[config.mk]
export PLATFORM = sky130hd
export DESIGN_NAME = sxm_err_monitor
export DESIGN_NICKNAME = d
export VERILOG_FILES = /design/src/rtl/sxm_pkg.sv /design/src/rtl/sxm_sel_sync.sv /design/src/rtl/sxm_frame_fsm.sv /design/src/rtl/sxm_buf_track.sv /design/src/rtl/sxm_err_flag.sv /design/src/rtl/sxm_err_monitor.sv
export SDC_FILE = /design/constraint.sdc
export NUM_CORES = 1
export LEC_CHECK = 0
export BUFFER_PORTS_ARGS = -buffer_cell sky130_fd_sc_hd__buf_2
export CAP_MARGIN = 5
export CORE_MARGIN = 2
export CORE_UTILIZATION = 30
export DETAILED_ROUTE_END_ITERATION = 16
export GPL_TIMING_DRIVEN = 1
export MAX_ROUTING_LAYER = met4
export PLACE_DENSITY = 0.49
export SETUP_SLACK_MARGIN = 0.15
export SLEW_MARGIN = 30
export SYNTH_ARGS = -nofsm -noshare
export SYNTH_HDL_FRONTEND = slang
export SYNTH_SLANG_ARGS = --single-unit
export TNS_END_PERCENT = 30
[constraint.sdc]
create_clock -name clk_i -period 1.3 [get_ports clk_i]
set_input_delay 0.195 -clock clk_i [delete_from_list [all_inputs] [get_ports clk_i]]
set_output_delay 0.195 -clock clk_i [all_outputs]
set_load 0.02 [all_outputs]
[src/rtl/sxm_pkg.sv]
package sxm_pkg;
  typedef enum logic [1:0] {
    FR_IDLE   = 2'd0,
    FR_ACTIVE = 2'd1,
    FR_END    = 2'd2
  } frame_state_e;

  localparam int unsigned NUM_BUF = 2;  // 0: receive, 1: transmit
endpackage

[src/rtl/sxm_sel_sync.sv]
module sxm_sel_sync #(
  parameter int unsigned Stages = 2
) (
  input  logic clk_i,
  input  logic rst_ni,
  input  logic sel_i,
  output logic sel_s_o,
  output logic sel_rise_o
);
  localparam int unsigned Msb = Stages - 1;

  logic [Stages-1:0] sync_q;
  logic              last_q;

  // reset to deasserted (high) level so no false conflict appears
  always_ff @(posedge clk_i or negedge rst_ni) begin
    if (!rst_ni) begin
      sync_q <= '1;
      last_q <= 1'b1;
    end else begin
      sync_q <= {sync_q[Msb-1:0], sel_i};
      last_q <= sync_q[Msb];
    end
  end

  assign sel_s_o    = sync_q[Msb];
  assign sel_rise_o = sync_q[Msb] & ~last_q;
endmodule

[src/rtl/sxm_frame_fsm.sv]
module sxm_frame_fsm
  import sxm_pkg::*;
(
  input  logic clk_i,
  input  logic rst_ni,
  input  logic frame_start_i,
  input  logic frame_end_i,
  input  logic blocked_i,
  input  logic seq_reset_i,
  output logic busy_o,
  output logic start_evt_o,
  output logic end_evt_o
);
  frame_state_e state_q, state_d;

  assign start_evt_o = (state_q != FR_ACTIVE) & frame_start_i & ~blocked_i & ~seq_reset_i;
  assign end_evt_o   = (state_q == FR_ACTIVE) & frame_end_i & ~blocked_i & ~seq_reset_i;
  assign busy_o      = (state_q == FR_ACTIVE);

  always_comb begin
    state_d = state_q;
    if (seq_reset_i) begin
      state_d = FR_IDLE;
    end else begin
      case (state_q)
        FR_IDLE:   if (start_evt_o) state_d = FR_ACTIVE;
        FR_ACTIVE: begin
          if (blocked_i)      state_d = FR_IDLE;
          else if (end_evt_o) state_d = FR_END;
        end
        FR_END:    state_d = start_evt_o ? FR_ACTIVE : FR_IDLE;
        default:   state_d = FR_IDLE;
      endcase
    end
  end

  always_ff @(posedge clk_i or negedge rst_ni) begin
    if (!rst_ni) state_q <= FR_IDLE;
    else         state_q <= state_d;
  end

  // sequencer reset always lands in idle
  a_r11_reset_to_idle: assert property (@(posedge clk_i) disable iff (!rst_ni)
    seq_reset_i |=> !busy_o);
endmodule

[src/rtl/sxm_buf_track.sv]
module sxm_buf_track (
  input  logic clk_i,
  input  logic rst_ni,
  input  logic en_i,
  input  logic start_evt_i,
  input  logic end_evt_i,
  input  logic host_data_i,
  input  logic host_flag_i,
  input  logic flush_i,
  output logic miss_o
);
  logic pending_q, data_seen_q, flag_seen_q, miss_q;
  logic svc_done;

  assign svc_done = pending_q & (data_seen_q | host_data_i) & (flag_seen_q | host_flag_i);
  assign miss_o   = miss_q & end_evt_i & en_i;

  always_ff @(posedge clk_i or negedge rst_ni) begin
    if (!rst_ni) begin
      pending_q   <= 1'b0;
      data_seen_q <= 1'b0;
      flag_seen_q <= 1'b0;
      miss_q      <= 1'b0;
    end else if (flush_i) begin
      pending_q   <= 1'b0;
      data_seen_q <= 1'b0;
      flag_seen_q <= 1'b0;
      miss_q      <= 1'b0;
    end else if (end_evt_i && en_i) begin
      pending_q   <= 1'b1;
      data_seen_q <= 1'b0;
      flag_seen_q <= 1'b0;
      miss_q      <= 1'b0;
    end else begin
      if (svc_done) begin
        pending_q   <= 1'b0;
        data_seen_q <= 1'b0;
        flag_seen_q <= 1'b0;
      end else if (pending_q) begin
        data_seen_q <= data_seen_q | host_data_i;
        flag_seen_q <= flag_seen_q | host_flag_i;
      end
      if (start_evt_i && en_i) miss_q <= pending_q & ~svc_done;
    end
  end
endmodule

[src/rtl/sxm_err_flag.sv]
module sxm_err_flag (
  input  logic clk_i,
  input  logic rst_ni,
  input  logic set_i,
  input  logic rd_i,
  input  logic wr_i,
  input  logic wdata_i,
  input  logic seq_reset_i,
  output logic err_o,
  output logic blocked_o
);
  logic err_q, armed_q, blocked_q;
  logic clr_ok;

  assign clr_ok = wr_i & ~wdata_i & armed_q;

  always_ff @(posedge clk_i or negedge rst_ni) begin
    if (!rst_ni) begin
      err_q     <= 1'b0;
      armed_q   <= 1'b0;
      blocked_q <= 1'b0;
    end else begin
      // setting wins over clearing
      if (set_i)       err_q <= 1'b1;
      else if (clr_ok) err_q <= 1'b0;

      if (seq_reset_i || (wr_i && wdata_i)) armed_q <= 1'b0;
      else if (rd_i && err_q)               armed_q <= 1'b1;
      else if (clr_ok && !set_i)            armed_q <= 1'b0;

      if (set_i)            blocked_q <= 1'b1;
      else if (seq_reset_i) blocked_q <= 1'b0;
    end
  end

  assign err_o     = err_q;
  assign blocked_o = blocked_q;

  // clearing needs an armed write of 0
  a_r8_clear_needs_arm: assert property (@(posedge clk_i) disable iff (!rst_ni)
    $fell(err_q) |-> $past(armed_q && wr_i && !wdata_i));
  // flag is sticky without a write
  a_r8_sticky: assert property (@(posedge clk_i) disable iff (!rst_ni)
    (err_q && !wr_i) |=> err_q);
endmodule

[src/rtl/sxm_err_monitor.sv]
module sxm_err_monitor
  import sxm_pkg::*;
#(
  parameter int unsigned SyncStages = 2
) (
  input  logic clk_i,
  input  logic rst_ni,
  input  logic master_i,
  input  logic sel_i,
  input  logic frame_start_i,
  input  logic frame_end_i,
  input  logic rx_op_i,
  input  logic tx_op_i,
  input  logic rx_read_i,
  input  logic rx_full_clr_i,
  input  logic tx_write_i,
  input  logic tx_empty_clr_i,
  input  logic seq_reset_i,
  input  logic err_rd_i,
  input  logic err_wr_i,
  input  logic err_wdata_i,
  output logic err_o,
  output logic busy_o,
  output logic shift_en_o
);
  logic sel_s, sel_rise;
  logic busy, start_evt, end_evt;
  logic blocked, err_w;
  logic conflict_set, abort_set, miss_set;
  logic [NUM_BUF-1:0] buf_en, buf_data, buf_flag, buf_miss;

  sxm_sel_sync #(.Stages(SyncStages)) u_sync (
    .clk_i     (clk_i),
    .rst_ni    (rst_ni),
    .sel_i     (sel_i),
    .sel_s_o   (sel_s),
    .sel_rise_o(sel_rise)
  );

  sxm_frame_fsm u_fsm (
    .clk_i        (clk_i),
    .rst_ni       (rst_ni),
    .frame_start_i(frame_start_i),
    .frame_end_i  (frame_end_i),
    .blocked_i    (blocked),
    .seq_reset_i  (seq_reset_i),
    .busy_o       (busy),
    .start_evt_o  (start_evt),
    .end_evt_o    (end_evt)
  );

  assign buf_en   = {tx_op_i & ~master_i, rx_op_i & ~master_i};
  assign buf_data = {tx_write_i, rx_read_i};
  assign buf_flag = {tx_empty_clr_i, rx_full_clr_i};

  for (genvar b = 0; b < NUM_BUF; b++) begin : g_buf
    sxm_buf_track u_trk (
      .clk_i      (clk_i),
      .rst_ni     (rst_ni),
      .en_i       (buf_en[b]),
      .start_evt_i(start_evt),
      .end_evt_i  (end_evt),
      .host_data_i(buf_data[b]),
      .host_flag_i(buf_flag[b]),
      .flush_i    (seq_reset_i),
      .miss_o     (buf_miss[b])
    );
  end

  assign conflict_set = master_i & ~sel_s;
  assign abort_set    = ~master_i & sel_rise & busy;
  assign miss_set     = |buf_miss;

  sxm_err_flag u_flag (
    .clk_i      (clk_i),
    .rst_ni     (rst_ni),
    .set_i      (conflict_set | abort_set | miss_set),
    .rd_i       (err_rd_i),
    .wr_i       (err_wr_i),
    .wdata_i    (err_wdata_i),
    .seq_reset_i(seq_reset_i),
    .err_o      (err_w),
    .blocked_o  (blocked)
  );

  assign err_o      = err_w;
  assign busy_o     = busy;
  assign shift_en_o = busy & ~blocked;

  // master conflict raises the flag
  a_r2_master_conflict: assert property (@(posedge clk_i) disable iff (!rst_ni)
    (master_i && !sel_s) |=> err_o);
  // shifting halts as soon as an error appears
  a_r7_halt_on_error: assert property (@(posedge clk_i) disable iff (!rst_ni)
    $rose(err_o) |-> !shift_en_o);
endmodule

==> summary by stage, run 1 <==
Outcome
The run finished with clean final reports.

Cells and area
In the final layout, the share of cells above drive strength 1 is 0.406. The count of cells in the finished layout, fillers not included, comes to approximately 120. The number of fill cells is about 240. The net count of the finished layout is roughly 110. Compared with the post-synthesis result, the final layout area differs by 36.7%. The final design instance area without fill is roughly 1000 um2. Once layout is complete, the utilization of the core stands at 0.445. The number of antenna diodes in the final layout is 0.

Route
After the first detailed-routing iteration, the DRC count stood at 15. The post-detailed-route wirelength per cell is about 13 um. The via count of the routed design is ~630.

The number of nets with antenna violations after detailed routing is 0. The number of vias per cell after detailed routing is between 5 and 6. In the routed design, unresolved DRC markers number 0. Summed over all layers, the routed wires come to about 1.6 mm. The number of detailed-route iterations in the first pass is 4.

Yosys
The share of synthesized registers carrying an async set or reset is 1.00. Among all flip-flop cells after synthesis, the most frequent one is dfrtp_1. The commonest cells after synthesis are dfrtp_1, a21oi_1, nand2_1, o22ai_1. The most common cell in the netlist is dfrtp_1. The net count after synthesis is 84. Counting flops with a built-in enable in the synthesized netlist gives 0. The share of synthesized area in the top cell type comes to 0.444. Of the synthesized area, sequential elements account for 0.551. After synthesis, the cell types taking the most area are dfrtp_1, dfstp_2, o22ai_1. In this run, distinct cell masters in the synthesized netlist total 27. The flip-flop and latch count after synthesis is 16. The mapped netlist covers approximately 730 um2. The count of yosys warnings during synthesis is 0. The number of instances in the synthesized netlist is 68.

The cell type with the largest total area after synthesis is dfrtp_1. In this run the mean area of a mapped cell was around 11 um2.

Setup path
The setup path with the least slack is of type reg2out. The arrival time of the worst setup path is about 1.1 ns. The nature of the critical path endpoint is an output port.

The biggest fanout along the worst timing path is 4. Data on the critical path is required at its endpoint by about 1.1 ns. STA classifies the critical path startpoint as a register.

Timing
The post-route clock period utilization is 0.966. The slew at the pin with the worst max-slew slack is 0.343 ns. Clock skew on the completed layout was measured at 0.00277 ns.

Setup violations remaining at the end of the flow were counted as 0. Derived from the worst setup path, the maximum achievable clock frequency is just under 800 MHz. The count of pins over their slew limit was 0. The number of hold violations in the final report is 0. The worst path setup slack after routing is 0.0436 ns.

The shortest clock period the worst path allows after layout is approximately 1.3 ns. The tightest slew margin relative to the limit is 0.771. Setup repair after global routing could not meet its margin everywhere.

Clocking
The CTS H-tree depth is 1. The clock insertion delay at the later pin of the skew report is around 0.28 ns. No sink is reached through more buffers than the 2 on the longest clock path.

Clock tree synthesis found a total of 16 sinks. The clock-pin transition on the worst setup and hold timing paths is approximately 0.090 ns. The CTS root buffer is clkbuf_4. In this run, CTS created clock tree buffers numbering 3. TritonCTS built the clock tree.

Power
The analysis attributes to cell leakage a power of roughly 0.44 nW. The worst-case vdd ir drop is 0.000504 V. The completed layout was analyzed and its total power is ~1 mW. Power spread over the standard cell area amounts to between 1000 and 1500 nW/um2.

Place
The congestion estimate from routability-driven global placement came to about 0.74. The area after detailed placement is a little under 900 um2. Port buffering added 18 buffers. Detailed placement finished with a half-perimeter wire length of around 1.2 mm. The pre-CTS worst setup slack is 0.0575 ns.

The cell count after placement is ~120.

Floorplan
The die height is 53.4 um. The overall die area is about 2900 um2. The number of core rows is 17. The initial core utilization is 0.325. The die boundary width is 53.4 um.

The area of the placeable core is 2250 um2. 19 I/O pins were placed.

Global routing
Summed over all layers, the global routing overflow is 0. The first global-routing pass estimated around 2.6 mm of wire. The number of antenna violations at the first check in global routing came to 0. Across every metal layer, demand over resource in global routing totals 0.131.

The via count of the first global-routing pass is around 610. Entering global routing, the biggest net connects 17 pins.

Job
Max-cap violations in this run came to 0.

Hold path
The worst hold path belongs to the class in2reg.
report_power, final:
group | switching, mW | total, mW | internal, mW
sequential | 0.0137 | 0.531 | 0.518
combinational | 0.0863 | 0.156 | 0.0696
clock | 0.146 | 0.316 | 0.170
total | 0.246 | 1.00 | 0.757
layout by cell type, fill, tap and decap left out, drive strengths merged:
master	instances
buf	22
dfrtp	13
nand2	5
a21oi	5
o22ai	5
inv	4
o21a	4
clkbuf	4
o21ai	4
nor3	4
dfstp	3
nor2	3
nand2b	3
o311ai	2
o31ai	2
dlygate4sd3	2
nand3	2
a31oi	2
clkinv	1
a22oi	1
nor2b	1
o31a	1
a211o	1
mux2i	1
and2	1
path summary, 6_finish.rpt:
path / startpoint / to / slack (ns) / depth (start not counted)
max: u_flag.blocked_o$_DFFE_PN0P_ / shift_en_o / 0.04 / 3
min: err_wr_i / u_flag.armed_q$_DFFE_PN0P_ / 0.12 / 2
max reg2reg: u_fsm.state_q[1]$_DFFE_PN0P_ / u_flag.armed_q$_DFFE_PN0P_ / 0.08 / 5
min reg2reg: u_sync.sync_q[0]$_DFF_PN1_ / u_sync.sync_q[1]$_DFF_PN1_ / 0.36 / 0
max in group asynchronous: rst_ni / u_sync.last_q$_DFF_PN1_ / 0.66 / 2
min in group asynchronous: rst_ni / u_flag.armed_q$_DFFE_PN0P_ / 0.35 / 2
worst max-delay path: stages (launching register included):
cell,delay (ns)
dfrtp_1,0.42
buf_6,0.14
nor2_4,0.10
buf_6,0.12
flip-flops by register name (all words and copies together) (netlist names):
register                 flops
g_buf.u_trk.data_seen_q      2
g_buf.u_trk.miss_q           2
g_buf.u_trk.pending_q        2
u_sync.last_q                1
g_buf.u_trk.flag_seen_q      2
u_flag.err_o                 1
u_flag.armed_q               1
u_flag.blocked_o             1
u_fsm.state_q                2
u_sync.sync_q                2
metal layers:
metal  wire (um)  global-route usage  up-vias
li1            -                   -      307
met1         733               0.163      309
met2         806               0.202       16
met5           0                   -        -
met3          79              0.0198        2
met4          14              0.0769        0
per-stage QoR:
stage                     TNS (ns)  hold WS (ns)
after floorplan                  0        -0.101
after global placement           0         0.127
after detailed placement         0         0.126
after CTS                        0         0.109
after global routing       -0.0198         0.121
final                            0         0.124
final cells by class:
type / count / area [um2] / area share
Timing Repair Buffer: 24 / 156 / 0.156
Inverter: 5 / 23.8 / 0.0237
Sequential cell: 16 / 404 / 0.403
Tap cell: 28 / 35.0 / 0.0350
Clock buffer: 4 / 36.3 / 0.0362
Multi-Input combinational cell: 47 / 347 / 0.346
kinds of logic (layout without fill, tap and decap cells):
| logic type | after synthesis | after routing | share of synthesized area |
|---|---|---|---|
| buffers and inverters | 5 | 33 | 0.0324 |
| muxes | 1 | 1 | 0.0137 |
| AOI/OAI and AO/OA | 27 | 27 | 0.241 |
| DFF | 16 | 16 | 0.551 |
| and+or+nand+nor | 19 | 19 | 0.162 |
timing repair:
| action | in CTS | in global routing |
|---|---|---|
| gates resized for setup | 7 | 7 |
| hold buffers | 2 | 0 |
| hold endpoints to repair | 14 | 0 |
| pin swaps | 1 | 6 |
| endpoints found under the setup margin | 7 | 11 |
| buffers inserted | 0 | 2 |
(Power assumes the default switching activity.)
==> run 2: changes to the inputs <==
Settings changed: CORE_ASPECT_RATIO from default to 1.5, CTS_BUF_LIST from default to sky130_fd_sc_hd__clkbuf_4 sky130_fd_sc_hd__clkbuf_8, SYNTH_HIERARCHICAL from default to 1.
==> run 2 against run 1 <==
The flow now finishes with violations (negative setup slack). Sequential share of layout area is 4.2 points lower. Synthesized cell count is 4.4% higher. Fmax is 12% lower. Utilization is 1.8 points higher. Worst hold slack better by 0.0016 ns. Total power is 3.2% higher. Final cell count is 9.7% higher. First-iteration DRC count is 33% higher. Die area is 3.1% higher. Synthesized area is 3.1% higher. Final area is 12% higher. Critical path type is now reg2reg. Highest routed layer unchanged.
==> summary by stage, run 2 <==
Outcome
The run finished, with violations left. The final reports fail on negative setup slack.

Power
The leakage power is 0.548 nW (+25%). The total internal power was 0.787 mW (+4.0%). The switching component of the power is 0.248 mW (+0.96%).

The power per standard cell area is 925 nW/um2 (-7.6%). The share of total power in the clock network is 0.317 (+0.002). The fraction of power spent switching nets is 0.240 (-0.00537). The combinational power share is 0.173 (+0.018). The worst-case vdd ir drop is 0.000538 V (+6.8%). The portion of total power attributed to sequential cells is 0.510 (-0.020).

Global routing
The leftover overflow at the end of global routing was 0 (unchanged). The largest net degree at the start of global routing is 17 (unchanged). The via count of the first global-routing pass came to 718 (+17%). The number of antenna violations at the first check in global routing was 0 (unchanged). The total routing resource utilization after global routing is 0.141 (+0.00994). The wire length of the first global-routing pass is 2.92 mm (+14%).

Floorplan
The die height is 65.5 um (+23%). The number of core rows was 22 (+5). The die boundary width is 45.0 um (-16%). The area of the placeable core is 2420 um2 (+7.4%). The overall die area is 2940 um2 (+3.1%).

The number of top-level pins is 19 (unchanged). The initial core utilization is 0.312 (-0.0132).

Yosys
The net count after synthesis is 87 (+3.6%). The count of yosys warnings during synthesis is 6 (+6). The number of instances in the synthesized netlist is 71 (+4.4%). The synthesized design spends more area on one cell type than any other, namely dfrtp_1. The mean post-synth cell area was 10.6 um2 (-1.3%).

By area the synthesized netlist is led by dfrtp_1, dfstp_2, o21a_1. The cell area after synthesis is 756 um2 (+3.1%). The most used flip-flop cell after synthesis is dfrtp_1. By count the netlist is led by dfrtp_1, a21oi_1, nand2_1. The flip-flop and latch count after synthesis came to 16 (unchanged). The most common cell in the netlist is dfrtp_1. The number of enable-type register cells in the synthesized netlist came to 0 (unchanged). The count of unique library cells instantiated by Yosys was 23 (-15%).

The area share of the largest cell type after synthesis is 0.430 (-0.0132). The share of synthesized registers carrying an async set or reset is 1.00 (unchanged). The sequential-to-total area share from yosys stat came to 0.535 (-0.0164).

Timing
The tightest slew margin relative to the limit was 0.753 (-0.0182). Setup repair after global routing could not meet its margin everywhere. The shortest clock period the worst path allows after layout came to 1.43 ns (+0.171 ns). The worst path setup slack after routing is -0.128 ns (-0.171 ns). The maximum clock rate is 700 MHz (-12%).

The setup skew after layout is 0.00817 ns (+0.00540 ns). The final number of setup-violating endpoints came to 7 (+7). The slew at the pin with the worst max-slew slack came to 0.370 ns (+0.0272 ns). The final-layout setup total negative slack is -0.552 ns (-0.552 ns). The final worst hold slack came to 0.125 ns (+0.00160 ns).

The count of pins over their slew limit is 0 (unchanged). The number of hold violations in the final report is 0 (unchanged). The post-route clock period utilization is 1.10 (+0.132).

Route
The number of vias per cell after detailed routing is 5.14 (+0.52%). The DRC violation count after routing came to 0 (unchanged). The count of routing violations after the opening detailed-route iteration is 20 (+5). The final wirelength is 1.67 mm (+2.1%).

The via count of the routed design is 699 (+10%). The number of detailed-route iterations in the first pass was 4 (unchanged). The post-detailed-route wirelength per cell is 12.3 um (-6.9%). The number of nets with antenna violations after detailed routing is 0 (unchanged).

Clocking
The clock insertion delay at the later pin of the skew report came to 0.29 ns (about the same). The CTS H-tree depth is 1 (unchanged). The root buffer cell chosen for the clock tree is clkbuf_4. The clock net sink count came to 16 (unchanged). The clock-pin transition on the worst setup and hold timing paths is 0.10 ns (about the same). The number of CTS-inserted buffers came to 3 (unchanged). The maximum number of buffers from clock root to sink is 2 (unchanged). TritonCTS built the clock tree.

Setup path
The biggest fanout along the worst timing path came to 4 (unchanged). The nature of the critical path endpoint is a register. The arrival time of the worst setup path is 1.61 ns (+0.55 ns).

The endpoint identified for the worst register-to-register timing path is u_flag/err_o$_DFFE_PN0P_. The longest individual stage delay on the worst path is 0.39 ns (-0.03 ns). The number of buffers and inverters on the critical path is 1 (-1). Traced cell by cell, the critical path runs through nor2b_4 -> and3_4 -> and3_1 -> nor2_1 -> o211ai_1 -> buf_4 -> a21o_1. The kind of start point of the critical path is a register. The worst setup path category is reg2reg.

The cell with the largest stage delay on the worst path is dfrtp_1. The setup slack on the worst flop-to-flop path is -0.13 ns (-0.21 ns). The kind of cell adding the most delay to the critical path is simple AND/OR/NAND/NOR gates.

The critical path data required time was 1.48 ns (+0.37 ns). The startpoint identified for the worst register-to-register timing path is u_fsm/state_q[0]$_DFFE_PN0P_. The depth of the most critical reg-to-reg path is 7 (+2).

Cells and area
The utilization of the core after routing is 0.462 (+0.0178). The count of non-filler cells in the finished layout is 136 (+9.7%). The number of inserted diodes is 0 (unchanged). The fraction of final layout cells with drive strength greater than 1 came to 0.500 (+0.0938).

In the layout the commonest cells are buf_2, buf_4, dfrtp_1, a21oi_1, nand2_1. The area growth from synthesis to final layout is 48.2%. The commonest non-fill, non-tap cell in the layout is buf_2.

The number of nets in the layout is 129 (+14%).

Hold path
The destination of the worst hold path is u_flag/armed_q$_DFFE_PN0P_. The classification of the worst-slack hold path is in2reg. The worst hold path begins at err_wr_i.

The worst hold path stage count was 2 (unchanged).

Place
The detailed placer's ending HPWL was 1.24 mm (+5.4%). The pre-CTS worst setup slack is -0.103 ns (-0.160 ns). The count of port buffers added during placement is 18 (unchanged).

The cell count after placement is 125 (+7.8%). The final RePlAce weighted congestion is 0.719 (-2.8%).

Job
The number of violations of the max-capacitance limit is 0 (unchanged).
-- run 2: changes by cell type in the layout (fill, tap and decap cells not counted), sizes merged, moves of 3 or more --
cell   previous run  this run
a21o              0         4
and3              0         4
buf              22        35
nor2b             1         6
o21ai             4         1
o22ai             5         2
-- run 2: how the worst max path moves through the flow --
stage                                 start                          to  slack, ns  cells after the start
5_1_grt        u_flag/blocked_o$_DFFE_PN0P_  u_flag/armed_q$_DFFE_PN0P_      -0.24                      7
4_1_cts        u_fsm/state_q[0]$_DFFE_PN0P_    u_flag/err_o$_DFFE_PN0P_      -0.13                      7
3_3_place_gp   u_fsm/state_q[0]$_DFFE_PN0P_    u_flag/err_o$_DFFE_PN0P_      -0.09                      7
2_1_floorplan  u_fsm/state_q[1]$_DFFE_PN0P_  u_flag/armed_q$_DFFE_PN0P_      -0.16                      7
6_report       u_fsm/state_q[0]$_DFFE_PN0P_    u_flag/err_o$_DFFE_PN0P_      -0.13                      7
3_5_place_dp   u_fsm/state_q[0]$_DFFE_PN0P_    u_flag/err_o$_DFFE_PN0P_      -0.10                      7
-- run 2: kinds of logic after synthesis --
kind of cell,Yosys count,share of synthesized area
AO/OA/AOI/OAI,23,0.217
buffers and inverters,2,0.00994
flip-flops,16,0.535
AND/OR/NAND/NOR,30,0.238
-- run 2: area by class of cell --
class | count | area [um2]
fillers | 240 | 1300
flip-flops and latches | 16 | 404
multi-input cells | 53 | 384
repair buffers | 37 | 258
clock buffers | 4 | 36.3
well taps | 24 | 30.0
inverters | 2 | 7.51
-- run 2: power groups by stage --
stage / Clock (mW) / Combinational [mW] / Sequential, mW
5_1_grt: 0.367 / 0.198 / 0.530
3_3_place_gp: 0 / 0.145 / 0.536
3_5_place_dp: 0 / 0.147 / 0.537
4_1_cts: 0.345 / 0.166 / 0.527
6_report: 0.329 / 0.179 / 0.528
2_1_floorplan: 0 / 0.0540 / 0.540
-- run 2: what timing repair did --
| action | CTS | global route |
|---|---|---|
| pin swaps | 8 | 3 |
| gates resized for setup | 10 | 5 |
| hold endpoints to repair | 14 | 0 |
| setup buffers | 3 | 2 |
| hold buffers | 2 | 0 |
| endpoints found under the setup margin | 12 | 13 |
-- run 2: metal layers --
metal  vias up  wire length [um]  track usage  part of all wire
met2        24               868        0.245              0.52
met3         6                97       0.0192             0.058
met5         -                 0            -                 0
met1       326               649        0.136              0.39
li1        343                 -            -                 -
met4         0                53        0.103             0.032
-- run 2: per-stage QoR --
stage / cell area (um2) / total power [mW]
2_1_floorplan: 759 / 0.594
3_3_place_gp: 970 / 0.682
3_5_place_dp: 970 / 0.683
4_1_cts: 1080 / 1.04
5_1_grt: 1120 / 1.10
6_report: 1120 / 1.04
==> run 3: changes to the inputs <==
Clock period 1.3 ns to 1.36 ns, I/O delays scaled along.
==> run 3 against run 2 <==
The run still ends with negative setup slack left. Register-to-register slack improved by 0.06 ns. Global-route usage down 0.81 points. First-iteration DRC count down 40%. Setup slack improved by 0.060 ns. Utilization shrank 1.1 points. Sequential share of layout area up 0.91 points. Clock skew decreased by 0.0044 ns. Count of clock-buffer cells in the layout did not move. Critical endpoint unchanged. Largest cell class unchanged. Largest power group unchanged.
==> summary by stage, run 3 (same netlist as run 2, synthesis figures left out) <==
Outcome
The run finished, with violations left. The checks that failed: negative setup slack.

Setup path
The setup path with the least slack is of type reg2reg. The critical path data required time is 1.55 ns (+0.07 ns). The arrival time of the worst setup path is 1.61 ns (about the same). The nature of the critical path endpoint is a register. The biggest fanout along the worst timing path came to 4 (unchanged). The worst setup path is launched from a register.

Floorplan
The die boundary width is 45.0 um (unchanged). The number of core rows is 22 (unchanged). The initial core utilization was 0.312 (unchanged). The number of top-level pins came to 19 (unchanged). The die height is 65.5 um (unchanged). The area of the placeable core is 2420 um2 (unchanged). The overall die area is 2940 um2 (unchanged).

Clocking
TritonCTS built the clock tree. The clock insertion delay at the later pin of the skew report is 0.29 ns (about the same). The CTS H-tree depth is 1 (unchanged). The CTS root buffer is clkbuf_4. The clock-pin transition on the worst setup and hold timing paths is 0.10 ns (about the same). The clock net sink count is 16 (unchanged). The maximum number of buffers from clock root to sink was 2 (unchanged). The number of CTS-inserted buffers was 3 (unchanged).

Place
The final RePlAce weighted congestion was 0.717 (-0.22%). The count of port buffers added during placement is 18 (unchanged). The detailed placer's ending HPWL is 1.22 mm (-1.1%). The pre-CTS worst setup slack is -0.0422 ns (+0.0606 ns).

The area after detailed placement is 962 um2 (-0.77%). The cell count after placement is 124 (-0.80%).

Route
The detailed route wirelength on metal2 is 803 um (-7.5%). The highest layer touched by signal routing is met4. The DRC violation count after routing was 0 (unchanged). The routed length on met3 was 72 um (-26%). The post-detailed-route wirelength per cell is 12.6 um (+2.6%).

The count of routing violations after the opening detailed-route iteration came to 12 (-40%). The number of detailed-route iterations in the first pass is 4 (unchanged). The number of vias per cell after detailed routing came to 5.08 (-1.2%). The via count of the routed design is 670 (-4.1%). The number of nets with antenna violations after detailed routing is 0 (unchanged).

The final wirelength is 1.66 mm (-0.42%). The wire length on met1 is 748 um (+15%).

Cells and area
The count of non-filler cells in the finished layout is 132 (-2.9%). The area growth from synthesis to layout is 44.5%. In the layout the commonest cells are buf_2, dfrtp_1, buf_4, a21oi_1, nand2_1.

The number of inserted diodes is 0 (unchanged). The commonest non-fill, non-tap cell in the layout is buf_2. The number of nets in the layout is 125 (-3.1%). The final design instance area without fill is 1090 um2 (-2.5%). The number of fill cells was 255 (+6.3%). The fraction of final layout cells with drive strength greater than 1 is 0.500 (unchanged).

Global routing
The largest net degree at the start of global routing is 17 (unchanged). The number of antenna violations at the first check in global routing was 0 (unchanged). The leftover overflow at the end of global routing is 0 (unchanged). The wire length of the first global-routing pass came to 2.78 mm (-4.7%).

The via count of the first global-routing pass is 684 (-4.7%). The total routing resource utilization after global routing is 0.133 (-0.00806).

Timing
The final number of setup-violating endpoints was 7 (unchanged). The setup skew after layout is 0.00377 ns (-0.00440 ns). The worst path setup slack after routing is -0.0679 ns (+0.0599 ns). The shortest clock period the worst path allows after layout is 1.43 ns (+0.0000837 ns). The final-layout setup total negative slack was -0.241 ns (+0.310 ns).

The maximum clock rate was 700 MHz (about the same). The slew at the pin with the worst max-slew slack is 0.372 ns (+0.00197 ns). The tightest slew margin relative to the limit came to 0.752 (-0.00131).

The number of hold violations in the final report is 0 (unchanged). Setup repair after global routing could not meet its margin everywhere. The post-route clock period utilization came to 1.05 (-0.0484). The count of pins over their slew limit is 0 (unchanged).

Power
The worst-case vdd ir drop came to 0.000411 V (-24%). The leakage power is 0.526 nW (-4.0%). The power per standard cell area was 896 nW/um2 (-3.1%).

Hold path
The classification of the worst-slack hold path is in2reg.

Job
The number of violations of the max-capacitance limit is 0 (unchanged).
==> run 3: cell count changes in the layout (fill, tap and decap cells not counted) <==
cell | before | now
o21ai_2 | 0 | 1
a22oi_2 | 1 | 0
and3_4 | 1 | 2
a311oi_1 | 1 | 0
buf_4 | 15 | 13
and3_1 | 2 | 1
a311oi_2 | 0 | 1
buf_6 | 4 | 2
a22oi_1 | 1 | 2
o21ai_1 | 1 | 0
==> run 3: per-stage QoR <==
| step | power, mW | hold WS, ns | utilization |
|---|---|---|---|
| detailed placement | 0.651 | 0.141 | 0.397 |
| global placement | 0.650 | 0.139 | 0.397 |
| finish | 0.979 | 0.148 | 0.451 |
| global route | 1.03 | 0.134 | 0.451 |
| CTS | 0.984 | 0.125 | 0.433 |
| floorplan | 0.567 | -0.0916 | - |
==> run 3: final cells by class <==
class                   count  area (um2)  area share
clock buffers               4        36.3      0.0332
inverters                   2        7.51     0.00687
multi-input cells          53         394       0.361
flip-flops and latches     16         404       0.370
well taps                  24        30.0      0.0275
repair buffers             33         220       0.202
==> run 3: critical path: stages (launching register included) <==
cell and delay [ns]:
dfrtp_1 0.39, nor2b_4 0.13, and3_4 0.17, and3_4 0.14, nor2_1 0.10, o211ai_1 0.11, buf_4 0.14, a21o_1 0.14
==> run 3: path summary, 6_finish.rpt <==
kind	depth (start not counted)	start	slack [ns]	endpoint
worst max register to register	7	u_fsm/state_q[0]$_DFFE_PN0P_	-0.07	u_flag/err_o$_DFFE_PN0P_
min in group asynchronous	2	rst_ni	0.35	u_fsm/state_q[0]$_DFFE_PN0P_
max in group asynchronous	2	rst_ni	0.70	u_sync/sync_q[0]$_DFF_PN1_
worst min register to register	0	u_sync/sync_q[0]$_DFF_PN1_	0.36	u_sync/sync_q[1]$_DFF_PN1_
worst min-delay path	2	err_wr_i	0.15	u_flag/armed_q$_DFFE_PN0P_
worst max-delay path	7	u_fsm/state_q[0]$_DFFE_PN0P_	-0.07	u_flag/err_o$_DFFE_PN0P_
==> run 3: where the power goes <==
part / switching (mW) / total (mW) / internal (mW)
combinational: 0.0760 / 0.159 / 0.0829
sequential: 0.0104 / 0.505 / 0.494
clock: 0.152 / 0.315 / 0.163
total: 0.239 / 0.979 / 0.740
==> run 3: timing repair <==
item                                    CTS  global route
endpoints found under the hold margin    14             0
endpoints found under the setup margin   11            12
resized for setup                         7             8
hold buffers                              2             0
pin swaps                                 8             5
setup buffers                             1             1
==> run 3: routing by layer <==
metal | global-route usage | up-vias
met5 | - | -
met4 | 0.0919 | 0
met3 | 0.0165 | 4
met2 | 0.220 | 16
met1 | 0.142 | 317
li1 | - | 333
